$ cat src/rtl/rstseq_pkg.sv
package rstseq_pkg;
   typedef enum logic [1:0] {
      ST_CAL  = 2'd0,
      ST_IO   = 2'd1,
      ST_DLY  = 2'd2,
      ST_FIN  = 2'd3
   } stage_e;
endpackage

$ cat src/rtl/rstseq_btn_sync.sv
module rstseq_btn_sync #(
   parameter bit BTN_ACTIVE_HIGH = 1'b1,
   parameter int SYNC_STAGES     = 2
) (
   input  logic clk,
   input  logic btn_raw,
   output logic sys_rst_n
);
   localparam int TOP = SYNC_STAGES - 1;

   if (SYNC_STAGES < 2) begin : g_bad_stages
      $error("rstseq_btn_sync: SYNC_STAGES must be at least 2");
   end

   logic pressed;
   logic [TOP:0] chain;

   if (BTN_ACTIVE_HIGH) begin : g_pol_high
      assign pressed = btn_raw;
   end else begin : g_pol_low
      assign pressed = ~btn_raw;
   end

   always_ff @(posedge clk) begin
      chain <= {chain[TOP-1:0], pressed};
   end

   assign sys_rst_n = ~chain[TOP];
endmodule

$ cat src/rtl/rstseq_delay.sv
module rstseq_delay #(
   parameter int DELAY = 16
) (
   input  logic clk,
   input  logic rst_n,
   input  logic run,
   output logic expire
);
   localparam int CNT_W = (DELAY < 2) ? 1 : $clog2(DELAY);
   localparam logic [CNT_W-1:0] LAST = CNT_W'(DELAY - 1);

   if (DELAY < 1) begin : g_bad_delay
      $error("rstseq_delay: DELAY must be at least 1");
   end

   logic [CNT_W-1:0] cnt;

   assign expire = run && (cnt == LAST);

   always_ff @(posedge clk) begin
      if (!rst_n || !run) begin
         cnt <= '0;
      end else if (!expire) begin
         cnt <= cnt + 1'b1;
      end
   end


   cnt_range_chk: assert property (@(posedge clk) disable iff (!rst_n)
      cnt <= LAST);
endmodule

$ cat src/rtl/rstseq_stage_ctrl.sv
module rstseq_stage_ctrl
   import rstseq_pkg::*;
#(
   parameter bit HAS_DRAM = 1'b1,
   parameter bit HAS_LOAD = 1'b1
) (
   input  logic clk,
   input  logic sys_rst_n,
   input  logic calib_done,
   input  logic load_switch,
   input  logic stream_done,
   input  logic dly_expire,
   output logic dly_run,
   output logic io_rst_n,
   output logic wake_rst_n,
   output logic wake_irq
);
   stage_e state;
   logic   cal_ok;
   logic   load_ok;

   if (HAS_DRAM) begin : g_dram
      assign cal_ok = calib_done;
   end else begin : g_no_dram
      assign cal_ok = calib_done | 1'b1;
   end

   if (HAS_LOAD) begin : g_load
      assign load_ok = ~load_switch | stream_done;
   end else begin : g_no_load
      assign load_ok = (load_switch & stream_done) | 1'b1;
   end

   assign dly_run = (state == ST_DLY);

   always_ff @(posedge clk) begin
      if (!sys_rst_n) begin
         state      <= ST_CAL;
         io_rst_n   <= 1'b0;
         wake_rst_n <= 1'b0;
         wake_irq   <= 1'b0;
      end else begin
         wake_irq <= 1'b0;
         unique case (state)
            ST_CAL: if (cal_ok) begin
               io_rst_n <= 1'b1;
               state    <= ST_IO;
            end
            ST_IO: if (load_ok) begin
               wake_rst_n <= 1'b1;
               state      <= ST_DLY;
            end
            ST_DLY: if (dly_expire) begin
               wake_irq <= 1'b1;
               state    <= ST_FIN;
            end
            ST_FIN: state <= ST_FIN;
         endcase
      end
   end


   wake_after_io_chk: assert property (@(posedge clk) disable iff (!sys_rst_n)
      wake_rst_n |-> io_rst_n);

   irq_needs_wake_chk: assert property (@(posedge clk) disable iff (!sys_rst_n)
      wake_irq |-> wake_rst_n);

   irq_single_chk: assert property (@(posedge clk) disable iff (!sys_rst_n)
      wake_irq |=> !wake_irq);

   if (HAS_DRAM) begin : g_cal_chk

      calib_gate_chk: assert property (@(posedge clk) disable iff (!sys_rst_n)
         $rose(io_rst_n) |-> $past(calib_done));
   end

   if (HAS_LOAD) begin : g_load_chk

      load_gate_chk: assert property (@(posedge clk) disable iff (!sys_rst_n)
         $rose(wake_rst_n) |-> (!$past(load_switch) || $past(stream_done)));
   end
endmodule

$ cat src/rtl/staged_reset_seq.sv
module staged_reset_seq #(
   parameter bit              BTN_ACTIVE_HIGH = 1'b1,
   parameter int              SYNC_STAGES     = 2,
   parameter bit              HAS_DRAM        = 1'b1,
   parameter bit              HAS_LOAD        = 1'b1,
   parameter int              WAKE_DELAY      = 64,
   parameter int              PC_W            = 48,
   parameter logic [PC_W-1:0] BOOT_PC         = PC_W'(48'hFFFF_F000_0020)
) (
   input  logic            clk,
   input  logic            btn_raw,
   input  logic            calib_done,
   input  logic            load_switch,
   input  logic            stream_done,
   output logic            sys_rst_n,
   output logic            dram_rst_n,
   output logic            io_rst_n,
   output logic            wake_rst_n,
   output logic            wake_irq,
   output logic [PC_W-1:0] wake_pc
);
   if (PC_W < 1) begin : g_bad_pc
      $error("staged_reset_seq: PC_W must be positive");
   end

   logic dly_run;
   logic dly_expire;

   rstseq_btn_sync #(
      .BTN_ACTIVE_HIGH (BTN_ACTIVE_HIGH),
      .SYNC_STAGES     (SYNC_STAGES)
   ) u_sync (
      .clk       (clk),
      .btn_raw   (btn_raw),
      .sys_rst_n (sys_rst_n)
   );

   if (HAS_DRAM) begin : g_dram_rst
      assign dram_rst_n = sys_rst_n;
   end else begin : g_dram_hold
      assign dram_rst_n = 1'b0;
   end

   rstseq_stage_ctrl #(
      .HAS_DRAM (HAS_DRAM),
      .HAS_LOAD (HAS_LOAD)
   ) u_ctrl (
      .clk         (clk),
      .sys_rst_n   (sys_rst_n),
      .calib_done  (calib_done),
      .load_switch (load_switch),
      .stream_done (stream_done),
      .dly_expire  (dly_expire),
      .dly_run     (dly_run),
      .io_rst_n    (io_rst_n),
      .wake_rst_n  (wake_rst_n),
      .wake_irq    (wake_irq)
   );

   rstseq_delay #(
      .DELAY (WAKE_DELAY)
   ) u_delay (
      .clk    (clk),
      .rst_n  (sys_rst_n),
      .run    (dly_run),
      .expire (dly_expire)
   );

   assign wake_pc = wake_irq ? BOOT_PC : '0;
endmodule

$ cat config.mk
export PLATFORM = sky130hd
export DESIGN_NAME = staged_reset_seq
export DESIGN_NICKNAME = d
export VERILOG_FILES = /design/src/rtl/rstseq_pkg.sv /design/src/rtl/rstseq_btn_sync.sv /design/src/rtl/rstseq_delay.sv /design/src/rtl/rstseq_stage_ctrl.sv /design/src/rtl/staged_reset_seq.sv
export SDC_FILE = /design/constraint.sdc
export NUM_CORES = 1
export LEC_CHECK = 0
export BUFFER_PORTS_ARGS = -buffer_cell sky130_fd_sc_hd__buf_4
export CORE_ASPECT_RATIO = 1.1
export CORE_MARGIN = 2
export CORE_UTILIZATION = 40
export CTS_BUF_LIST = sky130_fd_sc_hd__clkbuf_4
export DETAILED_ROUTE_END_ITERATION = 8
export PLACE_DENSITY = 0.87
export SLEW_MARGIN = 25
export SYNTH_ARGS = -nofsm -noshare
export SYNTH_HDL_FRONTEND = slang
export SYNTH_SLANG_ARGS = --single-unit
export TNS_END_PERCENT = 100
$ cat constraint.sdc
create_clock -name clk -period 2 [get_ports clk]
set_clock_uncertainty 0.1 [all_clocks]
set_input_delay 0.1 -clock clk [delete_from_list [all_inputs] [get_ports clk]]
set_output_delay 0.1 -clock clk [all_outputs]
set_load 0.01 [all_outputs]
==> results.yml <==
place:
  place_ws_ps: 617
  port_buffers: 30
  placedCellCount: 138
  gp_routability_congestion: 0.773
  place.detailed.hpwl_um: 952
sta:
  max_freq_ghz: 0.707
  timing.final.crit_period_ps: 1410
  postLayoutSetupSlackWorst_ps: 587
  layout_worst_path_cycle_share_pct: 70.7
  final_hold_viol_count: 0
  grt_setup_unrepaired: "false"
  maxSlewViolCount: 0
  setup_violations: 0
  relSlewSlack_pct: 60.5
  fin_tns_setup_ps: 0
  worst-slew-pin-transition_ps: 592
clock_tree:
  htree_levels: 1
  numClockSinks: 13
  insertion_delay_ps: 280
  cts_tree: "built"
  postCtsSetupRepairBufs: 0
  cts_max_path_buffers: 2
  clkTransAtPathRegs_ps: 80
  cts_inserted_buffers: 3
  clockRootBuffer: "sky130_fd_sc_hd__clkbuf_4"
  post_cts_resized: 0
final_layout:
  areaGrowthSynthToFinish_pct: 2.36
  diodes: 0
  final-seq-area_um2: 260
  instances_no_fill: 143
  share_of_layout_cells_above_drive_strength_1_pct: 36.3
  multi_input_area_um2: 347
  fillCellCount: 212
  final_nets: 120
critical_path:
  setup.reg_to_reg.worst_slack_ps: 610
  worst-endpoint-required_ps: 1800
  worstSetupStartpointType: "flop"
  worst-path-max-fanout: 22
  cp-end-kind: "output pin"
  worst-path-buf-inv: 1
  critical_path.max_stage_delay_ps: 700
  cp.arrival_ps: 1210
  dominant_delay_contributor_by_cell_family_on_the_critical_path: "flip-flops"
  timing.critical_path.slowest_stage_cell: "sky130_fd_sc_hd__dfxtp_1"
  critical_path.cell_chain: "buf_4"
  worst-setup-path-type: "flop to output pin"
synth:
  synth.largest_area_cell: "sky130_fd_sc_hd__buf_4"
  synth_top_cell_area_share_pct: 40.9
  postSynthRegisterBits: 13
  async_reset_ff_share_pct: 0
  synth_top_cells_by_area: "sky130_fd_sc_hd__buf_4 41%, sky130_fd_sc_hd__dfxtp_1 29%, sky130_fd_sc_hd__a31oi_1 2.8%"
  synthCells: 102
  synth_most_common_cell: "sky130_fd_sc_hd__buf_4"
  post_synth_num_cell_types: 28
  postSynthAreaPerCell_um2: 8.82
  yosys_warnings: 0
  synth_ff_type: "sky130_fd_sc_hd__dfxtp_1"
  netlist_area_pre_place_um2: 900
  count_of_flip_flops_with_a_built_in_enable_after_synthesis: 0
  yosysSeqAreaShare_pct: 28.9
  synth_commonest_cells: "49 x sky130_fd_sc_hd__buf_4, 13 x sky130_fd_sc_hd__dfxtp_1, 5 x sky130_fd_sc_hd__nor2_1"
detailed_routing:
  postRouteAntennaNets: 0
  initialDrtViolationCount: 4
  wl_per_cell_um: 8.66
  detail_route.drc_violations: 0
  overall_via_count_from_detail_route: 592
  first_pass_iters: 3
  totalWireLength_um: 1240
  route.detailed.vias_per_inst: 4.14
grt:
  grt_pass1_wl_um: 1900
  grt.total_usage_pct: 9.68
  grt_start_max_net_pins: 23
  grt_antenna_before_repair: 0
  overflow: 0
  grt_pass1_vias: 468
die:
  die_footprint_um2: 2640
  floorplan.die.width_um: 49.2
  io_pins: 58
  floorplan.rows: 18
  chipHeight_um: 53.7
  design.core.area_um2: 2180
  initial_core_util_pct: 41.2
power_and_ir_drop:
  power.sequential.fraction_pct: 53.3
  swShare_pct: 27.0
  p_clk_share_pct: 33.7
  standby_leakage_power_nw: 0.472
  irDropWorstVdd_v: 0.000655
  internal_power_mw: 0.387
  pwr_density_cell_nw_per_um2: 575
  combPwrFrac_pct: 13.0
  total_switching_power_mw: 0.143
flow_run:
  number_of_max_cap_violations: 0
status:
  outcome: "finished clean"
hold_path:
  worst_hold_class: "primary input to flop"
[placed cells by master (no fill, tap or decap)]
| master | synthesis | layout |
|---|---|---|
| sky130_fd_sc_hd__a21boi_0 | 1 | 1 |
| sky130_fd_sc_hd__ha_1 | 1 | 1 |
| sky130_fd_sc_hd__dfxtp_1 | 13 | 13 |
| sky130_fd_sc_hd__o21ai_0 | 2 | 2 |
| sky130_fd_sc_hd__conb_1 | 1 | 27 |
| sky130_fd_sc_hd__a211oi_2 | 1 | 1 |
| sky130_fd_sc_hd__a31oi_1 | 4 | 4 |
| sky130_fd_sc_hd__nand2_1 | 2 | 2 |
| sky130_fd_sc_hd__nand3_2 | 1 | 1 |
| sky130_fd_sc_hd__a21oi_1 | 2 | 2 |
| sky130_fd_sc_hd__and3_1 | 3 | 3 |
| sky130_fd_sc_hd__nor2_1 | 5 | 5 |
| sky130_fd_sc_hd__clkbuf_4 | 0 | 4 |
| sky130_fd_sc_hd__inv_1 | 3 | 3 |
| sky130_fd_sc_hd__a21oi_2 | 1 | 1 |
| sky130_fd_sc_hd__nor3_1 | 1 | 1 |
| sky130_fd_sc_hd__dlygate4sd3_1 | 0 | 1 |
| sky130_fd_sc_hd__nand2b_1 | 1 | 1 |
| sky130_fd_sc_hd__mux2i_1 | 1 | 1 |
| sky130_fd_sc_hd__and3b_1 | 1 | 1 |
| sky130_fd_sc_hd__nor3_2 | 1 | 1 |
| sky130_fd_sc_hd__a31o_1 | 1 | 1 |
| sky130_fd_sc_hd__and4_2 | 1 | 1 |
| sky130_fd_sc_hd__buf_4 | 49 | 30 |
| sky130_fd_sc_hd__nor2b_1 | 1 | 1 |
| sky130_fd_sc_hd__a311oi_2 | 1 | 1 |
| sky130_fd_sc_hd__nor3b_2 | 1 | 1 |
| sky130_fd_sc_hd__nand3_1 | 1 | 1 |
| sky130_fd_sc_hd__nand4_1 | 1 | 1 |
[final cells by class]
| type | instances | share of cell area, % |
|---|---|---|
| multi-input combinational | 62 | 37.6 |
| tap | 30 | 4.08 |
| timing repair buffer | 31 | 25.5 |
| clock buffer | 4 | 3.26 |
| inverter | 3 | 1.22 |
| sequential | 13 | 28.3 |
[metal layers]
layer  wire length, um  vias to the layer above  global-route usage (%)
met3               185                        0                    5.28
met5                 0                        -                       0
met1               459                      260                    8.46
met2               593                       48                    19.1
met4                 0                        0                    2.86
li1                  -                      284                       -
[path summary, 6_finish.rpt]
check                                startpoint              end  depth (start not counted)
worst min-delay path                load_switch  u_ctrl.state[0]                          3
worst max-delay path            u_ctrl.wake_irq         wake_irq                          1
worst max register to register   u_delay.cnt[0]  u_ctrl.state[0]                          4
worst min register to register  u_sync.chain[0]  u_sync.chain[1]                          0
[kinds of logic after synthesis]
kind of cell / count (synthesis) / synth area share, %
flops: 13 / 28.9
other cells: 1 / 0.417
compound gates: 13 / 10.8
mux: 1 / 1.11
fa+ha+maj: 1 / 1.39
simple gates: 20 / 13.9
buf+inv: 53 / 43.4
[sequential cells by signal, summed over array words and instances (netlist names)]
| register | cells |
|---|---|
| u_ctrl.wake_rst_n | 1 |
| u_ctrl.wake_irq | 1 |
| u_ctrl.state | 2 |
| u_ctrl.io_rst_n | 1 |
| u_delay.cnt | 6 |
| u_sync.chain | 2 |
[power groups by stage]
stage | registers (mW) | logic (mW) | clock network [mW]
final | 0.282 | 0.0688 | 0.178
after global routing | 0.284 | 0.0773 | 0.197
after CTS | 0.282 | 0.0682 | 0.184
after detailed placement | 0.288 | 0.0664 | 0
after global placement | 0.288 | 0.0645 | 0
after floorplan | 0.288 | 0.0864 | 0
[per-stage QoR]
| stage | instance area (um2) | hold WS [ps] | utilization (%) | total power, mW |
|---|---|---|---|---|
| after floorplan | 997 | 27.7 | - | 0.374 |
| after global placement | 881 | 105 | 40.3 | 0.353 |
| after detailed placement | 881 | 106 | 40.3 | 0.355 |
| after CTS | 921 | 100 | 42.2 | 0.535 |
| after global routing | 921 | 108 | 42.2 | 0.558 |
| final | 921 | 99.9 | 42.2 | 0.529 |
[what timing repair did]
| action | 4_1_cts | 5_1_grt |
|---|---|---|
| endpoints found under the hold margin | 1 | 0 |
| endpoints found under the setup margin | 0 | 0 |
| hold buffers | 1 | 0 |
Power figures use the tool's default switching activity.
